### src/rtl/droop_pkg.sv
package droop_pkg;
  typedef struct packed {
    logic       shiftEn;
    logic       updateEn;
    logic       useMinDroop;
    logic [2:0] multSel;
  } droop_ctrl_t;
endpackage

### src/rtl/droop_ctrl.sv
module droop_ctrl
  import droop_pkg::*;
(
  input  logic        iValid,
  input  logic        cycStb,
  input  logic        shareEn,
  input  logic [1:0]  outerMul,
  output droop_ctrl_t ctrl
);
  always_comb begin
    ctrl.shiftEn     = iValid;
    ctrl.updateEn    = cycStb;
    ctrl.useMinDroop = shareEn;
    case (outerMul)
      2'd0:    ctrl.multSel = 3'b001;
      2'd1:    ctrl.multSel = 3'b010;
      default: ctrl.multSel = 3'b100;
    endcase
  end
endmodule

### src/rtl/droop_datapath.sv
module droop_datapath
  import droop_pkg::*;
#(
  parameter int VW        = 16,
  parameter int DW        = 8,
  parameter int IW        = 12,
  parameter int FW        = 6,
  parameter int AVG_LOG2  = 2,
  parameter int DROOP_FRAC = 8,
  parameter int THR_SHIFT = 9,
  parameter int MIN_DROOP = 16
) (
  input  logic          clk,
  input  logic          rstN,
  input  droop_ctrl_t   ctrl,
  input  logic [VW-1:0] nomMv,
  input  logic [DW-1:0] droopCoef,
  input  logic [FW-1:0] innerFrac,
  input  logic [IW-1:0] iSample,
  output logic [VW-1:0] setpoint,
  output logic [VW-1:0] loadOuter,
  output logic [VW-1:0] loadInner,
  output logic [VW-1:0] unloadInner,
  output logic [VW-1:0] unloadOuter
);
  localparam int TAPS  = 1 << AVG_LOG2;
  localparam int SUMW  = IW + AVG_LOG2;
  localparam int PRODW = IW + DW;
  localparam int CW    = (PRODW > VW) ? PRODW : VW;
  localparam int IPW   = VW + FW;
  localparam int EW    = VW + FW + 4;
  localparam logic [EW-1:0] VMAX = EW'({VW{1'b1}});

  logic [IW-1:0] hist [TAPS];

  generate
    for (genvar g = 0; g < TAPS; g++) begin : g_tap
      if (g == 0) begin : g_head
        always_ff @(posedge clk)
          if (!rstN)             hist[g] <= '0;
          else if (ctrl.shiftEn) hist[g] <= iSample;
      end else begin : g_body
        always_ff @(posedge clk)
          if (!rstN)             hist[g] <= '0;
          else if (ctrl.shiftEn) hist[g] <= hist[g-1];
      end
    end
  endgenerate

  logic [SUMW-1:0]  sumAcc;
  logic [IW-1:0]    iFilt;
  logic [DW-1:0]    effDroop;
  logic [PRODW-1:0] dropProd;
  logic [CW-1:0]    nomX, dropX, targetX;
  logic [VW-1:0]    target;
  logic [IPW-1:0]   innerProd, innerDelta;
  logic [2:0]       multVal;
  logic [EW-1:0]    tE, inE, outE, hiIn, hiOut;
  logic [VW-1:0]    nLoadOuter, nLoadInner, nUnloadInner, nUnloadOuter;

  always_comb begin
    sumAcc = '0;
    for (int k = 0; k < TAPS; k++) sumAcc = sumAcc + SUMW'(hist[k]);
    iFilt = sumAcc[SUMW-1:AVG_LOG2];

    effDroop = (ctrl.useMinDroop && (droopCoef < DW'(MIN_DROOP))) ? DW'(MIN_DROOP) : droopCoef;
    dropProd = PRODW'(iFilt) * PRODW'(effDroop);
    nomX     = CW'(nomMv);
    dropX    = CW'(dropProd >> DROOP_FRAC);
    targetX  = (nomX > dropX) ? (nomX - dropX) : '0;
    target   = targetX[VW-1:0];

    innerProd  = IPW'(target) * IPW'(innerFrac);
    innerDelta = innerProd >> THR_SHIFT;
    multVal    = ctrl.multSel[0] ? 3'd2 : (ctrl.multSel[1] ? 3'd3 : 3'd4);

    tE    = EW'(target);
    inE   = EW'(innerDelta);
    outE  = inE * EW'(multVal);
    hiIn  = tE + inE;
    hiOut = tE + outE;

    nLoadInner   = (tE > inE)  ? VW'(tE - inE)  : '0;
    nLoadOuter   = (tE > outE) ? VW'(tE - outE) : '0;
    nUnloadInner = (hiIn  > VMAX) ? {VW{1'b1}} : hiIn[VW-1:0];
    nUnloadOuter = (hiOut > VMAX) ? {VW{1'b1}} : hiOut[VW-1:0];
  end

  always_ff @(posedge clk) begin
    if (!rstN) begin
      setpoint    <= '0;
      loadOuter   <= '0;
      loadInner   <= '0;
      unloadInner <= '0;
      unloadOuter <= '0;
    end else if (ctrl.updateEn) begin
      setpoint    <= target;
      loadOuter   <= nLoadOuter;
      loadInner   <= nLoadInner;
      unloadInner <= nUnloadInner;
      unloadOuter <= nUnloadOuter;
    end
  end

  // outputs hold when no cycle strobe
  p_hold_r9: assert property (@(posedge clk) disable iff (!rstN)
    !ctrl.updateEn |=> ($stable(setpoint) && $stable(loadOuter) && $stable(loadInner)
                        && $stable(unloadInner) && $stable(unloadOuter)));

  // the five levels stay ordered
  p_order_r8: assert property (@(posedge clk) disable iff (!rstN)
    (loadOuter <= loadInner) && (loadInner <= setpoint) &&
    (setpoint <= unloadInner) && (unloadInner <= unloadOuter));

  // the drooped target never exceeds nominal
  p_cap_r2: assert property (@(posedge clk) disable iff (!rstN)
    ctrl.updateEn |=> (setpoint <= $past(nomMv)));

  // zero droop outside sharing mode gives nominal
  p_zero_r4: assert property (@(posedge clk) disable iff (!rstN)
    (ctrl.updateEn && (droopCoef == '0) && !ctrl.useMinDroop) |=> (setpoint == $past(nomMv)));

  // sharing mode always droops with enough filtered current
  p_share_r6: assert property (@(posedge clk) disable iff (!rstN)
    (ctrl.updateEn && ctrl.useMinDroop && (iFilt >= IW'(16)) && (nomMv != '0))
      |=> (setpoint < $past(nomMv)));
endmodule

### src/rtl/droop_setpoint_gen.sv
module droop_setpoint_gen
  import droop_pkg::*;
(
  input  logic        clk,
  input  logic        rstN,
  input  logic [15:0] nomMv,
  input  logic [7:0]  droopCoef,
  input  logic        shareEn,
  input  logic [5:0]  innerFrac,
  input  logic [1:0]  outerMul,
  input  logic [11:0] iSample,
  input  logic        iValid,
  input  logic        cycStb,
  output logic [15:0] setpoint,
  output logic [15:0] loadOuter,
  output logic [15:0] loadInner,
  output logic [15:0] unloadInner,
  output logic [15:0] unloadOuter
);
  droop_ctrl_t ctrl;

  droop_ctrl i_ctrl (
    .iValid   (iValid),
    .cycStb   (cycStb),
    .shareEn  (shareEn),
    .outerMul (outerMul),
    .ctrl     (ctrl)
  );

  droop_datapath #(
    .VW(16), .DW(8), .IW(12), .FW(6), .AVG_LOG2(2),
    .DROOP_FRAC(8), .THR_SHIFT(9), .MIN_DROOP(16)
  ) i_dp (
    .clk         (clk),
    .rstN        (rstN),
    .ctrl        (ctrl),
    .nomMv       (nomMv),
    .droopCoef   (droopCoef),
    .innerFrac   (innerFrac),
    .iSample     (iSample),
    .setpoint    (setpoint),
    .loadOuter   (loadOuter),
    .loadInner   (loadInner),
    .unloadInner (unloadInner),
    .unloadOuter (unloadOuter)
  );
endmodule

### config.mk
export PLATFORM = sky130hd
export DESIGN_NAME = droop_setpoint_gen
export DESIGN_NICKNAME = d
export VERILOG_FILES = /design/src/rtl/droop_pkg.sv /design/src/rtl/droop_ctrl.sv /design/src/rtl/droop_datapath.sv /design/src/rtl/droop_setpoint_gen.sv
export SDC_FILE = /design/constraint.sdc
export NUM_CORES = 1
export LEC_CHECK = 0
export BUFFER_PORTS_ARGS = -buffer_cell sky130_fd_sc_hd__buf_2
export CORE_MARGIN = 2
export CORE_UTILIZATION = 60
export CTS_CLUSTER_DIAMETER = 30
export CTS_CLUSTER_SIZE = 25
export DETAILED_ROUTE_END_ITERATION = 7
export PLACE_DENSITY = 0.92
export SLEW_MARGIN = 30
export SYNTH_ARGS = -nofsm -noshare
export SYNTH_HDL_FRONTEND = slang
export SYNTH_HIERARCHICAL = 1
export SYNTH_SLANG_ARGS = --single-unit
### constraint.sdc
create_clock -name clk -period 49.6 [get_ports clk]
set_input_delay 9.92 -clock clk [delete_from_list [all_inputs] [get_ports clk]]
set_output_delay 9.92 -clock clk [all_outputs]
set_load 0.03 [all_outputs]
==> reports/results.tsv, run 1 <==
metric	value	unit
status	finished, final reports clean	
WP data required	49880	ps
unrepaired setup endpoints after global routing	false	
Remaining Overflow, GRT	0	
fin area	17400	sq um
number of I/O pins	129	
Antenna Nets Post-Route	0	
Worst-Skew Late Latency	450	ps
Pins Over Slew Limit	0	
max incr delay on CP	650	ps
arrival time at the worst endpoint	26680	ps
root buf cell	clkbuf_16	
crit path max fanout	16	
Initial DRC Count	1267	
FF/Latch Area	3040	sq um
PostCTS Resize Cnt	0	
Final Cycle Share	53.2	%
area of the multi-input gates	11600	sq um
Die X	167	microns
most common cell after layout, fill and taps aside	inv_1	
Mapped Cells	1826	
CTS Buf Count	17	
Reg clk slew, reported paths	70	ps
DRT Wirelength	43800	microns
Critical Path End Type	flip-flop	
worst min path class	reg2reg	
WS Path Type	in2reg	
WL per Instance	19.3	microns
Clock Path Buffers	2	
initial antenna violation count	0	
Worst-Margin Slew	1000	ps
first-pass GRT wire length	71700	microns
# hold bufs at CTS	0	
Slowest-stage cell, CP	and2_1	
vias in the first global route	14168	
clock sink count	128	
first-pass iteration count of the detailed router	5	
row cnt	59	
crit path time final	26400	ps
Total GRT Usage	32.1	%
final setup margin	23200	ps
DRC viols	0	
most frequent cells in the layout	inv_1, nor2_1, ha_1	
Max Cap Viol	0	
Cell Area, Synth	15900	sq um
setup repair bufs after CTS	0	
f_max	37.9	MHz
placer congestion estimate	0.963	
post-synthesis area per instance	8.71	sq um
clock skew	31.0	ps
die area	27800	sq um
most frequent CP cell	fa_1	
Slew headroom	32.9	%
YS warnings	6	
crit path launch	droopCoef[7]	
DP Worst Slack	23080	ps
Final Hold Fails	0	
area delta synth->final	9.58	%
CORE AREA	26100	sq um
Vias/cell	6.06	
TNS Setup	0	ps
H-tree levels	4	
filler instances	2040	
element type at the critical path start	input pin	
r2r startpoint	i_dp/hist[0][1]	
n_diodes	0	
die height	167	microns
Post-DP Area	16800	sq um
Nets	2291	
final core occ	66.9	%
port bufs	128	
Detailed Place HPWL	33300	microns
share of layout cells above drive strength 1	12.9	%
HP Start	i_dp/loadOuter[15]	
TritonCTS clock tree	yes	
final setup fails	0	
largest net degree at the start of global routing	89	
Initial Util	61.0	%
Vias	13787	
syn nets	2191	
-- metal layers --
metal / wire length (microns) / GRT usage, %
met1: 16300 / 38.7
met2: 21500 / 55.2
met3: 3640 / 6.15
met4: 2390 / 16.0
met5: 0 / 0
-- area by class of cell --
class	count	share of cell area [%]
Clock inverter	13	0.632
Multi-Input combinational cell	1371	66.7
Sequential cell	128	17.5
Inverter	262	5.64
Clock buffer	19	2.66
Timing Repair Buffer	146	4.45
Tap cell	335	2.41
-- stage by stage --
step,cells,hold WS (ps)
global route,2274,479
global placement,2242,438
finish,2274,456
CTS,2274,459
detailed placement,2242,445
floorplan,1826,548
-- worst paths after layout --
check | slack, ps | endpoint | depth (start not counted)
worst max-delay path | 23200 | i_dp/loadOuter[8] | 56
worst min register to register | 460 | i_dp/loadOuter[15] | 2
worst max register to register | 30220 | i_dp/loadOuter[8] | 64
worst min-delay path | 460 | i_dp/loadOuter[15] | 2
-- worst max-delay path, delay by kind of cell --
kind	cells	cell delay, ps
AOI/OAI and AO/OA	16	3990
and+or+nand+nor	19	5950
adders and majority gates	13	5850
xor gates and xnor gates	3	630
buffers and inverters	5	330
-- state kept, by name, summed over array words and instances (netlist names) --
name,cells
i_dp/hist,48
i_dp/loadInner,16
i_dp/loadOuter,16
i_dp/setpoint,16
i_dp/unloadInner,16
i_dp/unloadOuter,16
Power of run 1 is left out: the tool's default activity adds up to more than one toggle a clock period on the data nets, which glitch-free logic cannot reach.
==> run 2: changes to the inputs <==
Clock period 49.6 ns to 26 ns, I/O delays scaled along.
==> reports/results.tsv, run 2 (synthesized netlist as in run 1, its figures left out) <==
metric	value	unit
Remaining Overflow, GRT	0	
most common cell after layout, fill and taps aside	inv_1	
unrepaired setup endpoints after global routing	false	
Initial DRC Count	1417	
arrival time at the worst endpoint	21870	ps
crit path time final	21590	ps
CORE AREA	26100	sq um
first-pass GRT wire length	71500	microns
Total GRT Usage	31.9	%
die area	27800	sq um
final setup fails	0	
Pins Over Slew Limit	0	
WP data required	26290	ps
Worst-Skew Late Latency	430	ps
DP Worst Slack	4280	ps
CTS Buf Count	17	
share of layout cells above drive strength 1	12.9	%
Slowest-stage cell, CP	o221ai_2	
DRT Wirelength	43400	microns
port bufs	128	
placed instance count	2243	
max incr delay on CP	670	ps
WL per Instance	19.1	microns
most frequent CP cell	fa_1	
placer congestion estimate	0.970	
DRC viols	0	
Antenna Nets Post-Route	0	
grt met2 use	55.1	%
root buf cell	clkbuf_16	
met3 Track Usage GR	5.28	%
Most flops, register	i_dp/hist	
Vias/cell	6.02	
TritonCTS clock tree	yes	
most frequent cells in the layout	inv_1, nor2_1, ha_1	
status	finished, final reports clean	
clock skew	12.4	ps
R2R setup slack	6660	ps
max reg flops	48	
f_max	46.3	MHz
Clock Path Buffers	2	
row cnt	59	
element type at the critical path start	input pin	
vias in the first global route	14227	
first-pass iteration count of the detailed router	5	
n_diodes	0	
Critical Path End Type	flip-flop	
global routing usage on met1	38.5	%
worst min path class	reg2reg	
Max Cap Viol	0	
TNS Setup	0	ps
setup repair bufs after CTS	0	
crit path max fanout	16	
PostCTS Resize Cnt	0	
Die X	167	microns
Final Hold Fails	0	
filler instances	2028	
H-tree levels	4	
Detailed Place HPWL	33200	microns
final core occ	66.8	%
Reg clk slew, reported paths	60	ps
WS Path Type	in2reg	
die height	167	microns
number of I/O pins	129	
area delta synth->final	9.53	%
clock sink count	128	
busiest grt layer	met2	
Vias	13687	
Worst-Margin Slew	1110	ps
fin cells	2275	
Final Cycle Share	83.0	%
Nets	2292	
Initial Util	61.0	%
largest net degree at the start of global routing	89	
final setup margin	4410	ps
# hold bufs at CTS	0	
initial antenna violation count	0	
Slew headroom	25.4	%
-- run 2: path summary, 6_finish.rpt --
kind / from / to / depth (start not counted)
max: droopCoef[7] / i_dp/loadOuter[5] / 56
min: i_dp/loadInner[11] / i_dp/loadInner[11] / 2
max reg2reg: i_dp/hist[0][1] / i_dp/loadOuter[5] / 64
min reg2reg: i_dp/loadInner[11] / i_dp/loadInner[11] / 2
-- run 2: per-layer routing --
metal,up-vias,share of wire [%]
met5,-,0
met4,0,5.4
met3,171,6.6
met2,629,49
met1,6579,39
li1,6308,-
-- run 2: layout make-up --
cell class / count / area (sq um) / share of cell area, %
timing repair buffer: 147 / 783 / 4.50
clock inverter: 15 / 148 / 0.848
inverter: 262 / 983 / 5.65
tap: 335 / 419 / 2.41
sequential: 128 / 3040 / 17.5
clock buffer: 17 / 425 / 2.44
multi-input combinational: 1371 / 11600 / 66.7
-- run 2: critical path, delay by kind of cell --
kind | cells | cell delay (ps)
xor+xnor | 3 | 650
simple gates | 19 | 5590
compound gates | 15 | 4200
fa+ha+maj | 13 | 5760
buf+inv | 6 | 460
-- run 2: stage by stage --
stage / area [sq um] / hold slack [ps]
6_report: 17400 / 468
5_1_grt: 17400 / 483
4_1_cts: 17400 / 469
3_5_place_dp: 16800 / 458
3_3_place_gp: 16800 / 443
2_1_floorplan: 15900 / 548
Power of run 2 is left out for the same reason.
==> run 3: changes to the inputs <==
Clock period 26 ns to 21.3 ns, I/O delays scaled along.
==> reports/results.tsv, run 3 (synthesized netlist as in run 1, its figures left out) <==
metric	value	unit
status	finished, final reports clean	
TNS Setup	0	ps
Remaining Overflow, GRT	0	
Die X	167	microns
WS Path Type	in2reg	
number of I/O pins	129	
Worst-Margin Slew	1010	ps
Detailed Place HPWL	33400	microns
port bufs	128	
DRT Wirelength	43400	microns
most common cell after layout, fill and taps aside	inv_1	
Vias	13762	
Nets	2291	
CORE AREA	26100	sq um
FF/Latch Area	3040	sq um
first-pass GRT wire length	71200	microns
DRC viols	0	
filler instances	2003	
n_diodes	0	
die height	167	microns
clock sink count	128	
placer congestion estimate	0.999	
Total GRT Usage	31.7	%
reg2reg path depth	65	
element type at the critical path start	input pin	
crit path time final	20400	ps
unrepaired setup endpoints after global routing	false	
setup repair bufs after CTS	0	
Reg clk slew, reported paths	70	ps
Slew headroom	31.9	%
arrival time at the worst endpoint	20670	ps
DP Worst Slack	482	ps
hold_ws	470	ps
R2R setup slack	2480	ps
Worst-Skew Late Latency	430	ps
TritonCTS clock tree	yes	
Antenna Nets Post-Route	0	
most frequent CP cell	fa_1	
row cnt	59	
root buf cell	clkbuf_16	
worst min path class	reg2reg	
crit path max fanout	16	
Clock Path Buffers	2	
vias in the first global route	14189	
max reg flops	48	
Slowest-stage cell, CP	nor2_1	
area delta synth->final	9.90	%
die area	27800	sq um
r2r startpoint	i_dp/hist[0][1]	
initial antenna violation count	2	
CTS Buf Count	17	
Most flops, register	i_dp/hist	
RR Endpoint	i_dp/loadOuter[5]	
share of layout cells above drive strength 1	12.9	%
Pins Over Slew Limit	0	
Final Hold Fails	0	
hold depth	2	
Final Cycle Share	95.8	%
Initial Util	61.0	%
Hold Path End	i_dp/loadOuter[9]	
f_max	49.0	MHz
H-tree levels	4	
final setup fails	0	
WL per Instance	19.1	microns
max incr delay on CP	780	ps
WP data required	21570	ps
area of the multi-input gates	11600	sq um
Initial DRC Count	1267	
clock skew	14.9	ps
first-pass iteration count of the detailed router	6	
Max Cap Viol	0	
Critical Path End Type	flip-flop	
Vias/cell	6.05	
largest net degree at the start of global routing	89	
HP Start	i_dp/loadOuter[9]	
final setup margin	900	ps
most frequent cells in the layout	inv_1, nor2_1, ha_1	
-- run 3: changes by cell type in the layout (fill, tap and decap cells not counted), sizes merged --
cell,previous run,this run
bufinv,0,2
clkinv,8,6
clkinvlp,2,0
buf,147,146
clkbuf,17,18
inv,267,268
-- run 3: how the worst max path moves through the flow --
stage / startpoint / endpoint / slack, ps
4_1_cts: droopCoef[7] / i_dp/unloadOuter[3] / 820
2_1_floorplan: droopCoef[7] / i_dp/loadOuter[10] / 1890
3_3_place_gp: droopCoef[7] / i_dp/unloadOuter[3] / 1070
6_report: droopCoef[7] / i_dp/loadOuter[5] / 900
3_5_place_dp: droopCoef[7] / i_dp/unloadOuter[8] / 480
5_1_grt: droopCoef[7] / i_dp/loadOuter[6] / 60
-- run 3: through the flow --
stage | std cells | instance area [sq um] | utilization, %
floorplan | 1826 | 15900 | -
global placement | 2242 | 16800 | 64.5
detailed placement | 2242 | 16800 | 64.6
CTS | 2274 | 17500 | 67.0
global route | 2274 | 17500 | 67.1
finish | 2274 | 17500 | 67.1
-- run 3: worst max-delay path: cells and delay by family --
family | cells | cell delay [ps]
buf+inv | 7 | 760
xor+xnor | 3 | 680
simple gates | 18 | 5510
fa+ha+maj | 13 | 5360
compound gates | 16 | 4080
-- run 3: cell type report --
class | count | share of cell area, %
clock buffer | 18 | 2.58
clock inverter | 14 | 1.06
inverter | 262 | 5.63
multi-input combinational | 1371 | 66.5
sequential | 128 | 17.4
tap | 335 | 2.40
timing repair buffer | 146 | 4.44
-- run 3: per-layer routing --
layer | wire length (microns) | up-vias | GRT usage (%)
li1 | - | 6303 | -
met1 | 16500 | 6633 | 37.8
met2 | 21500 | 650 | 54.9
met3 | 3230 | 172 | 5.70
met4 | 2140 | 4 | 15.9
met5 | 90 | - | 2.09
-- run 3: what timing repair did --
item,4_1_cts,5_1_grt
endpoints found under the setup margin,0,14
hold buffers,0,0
gates resized for setup,0,1
Power of run 3 is left out for the same reason.
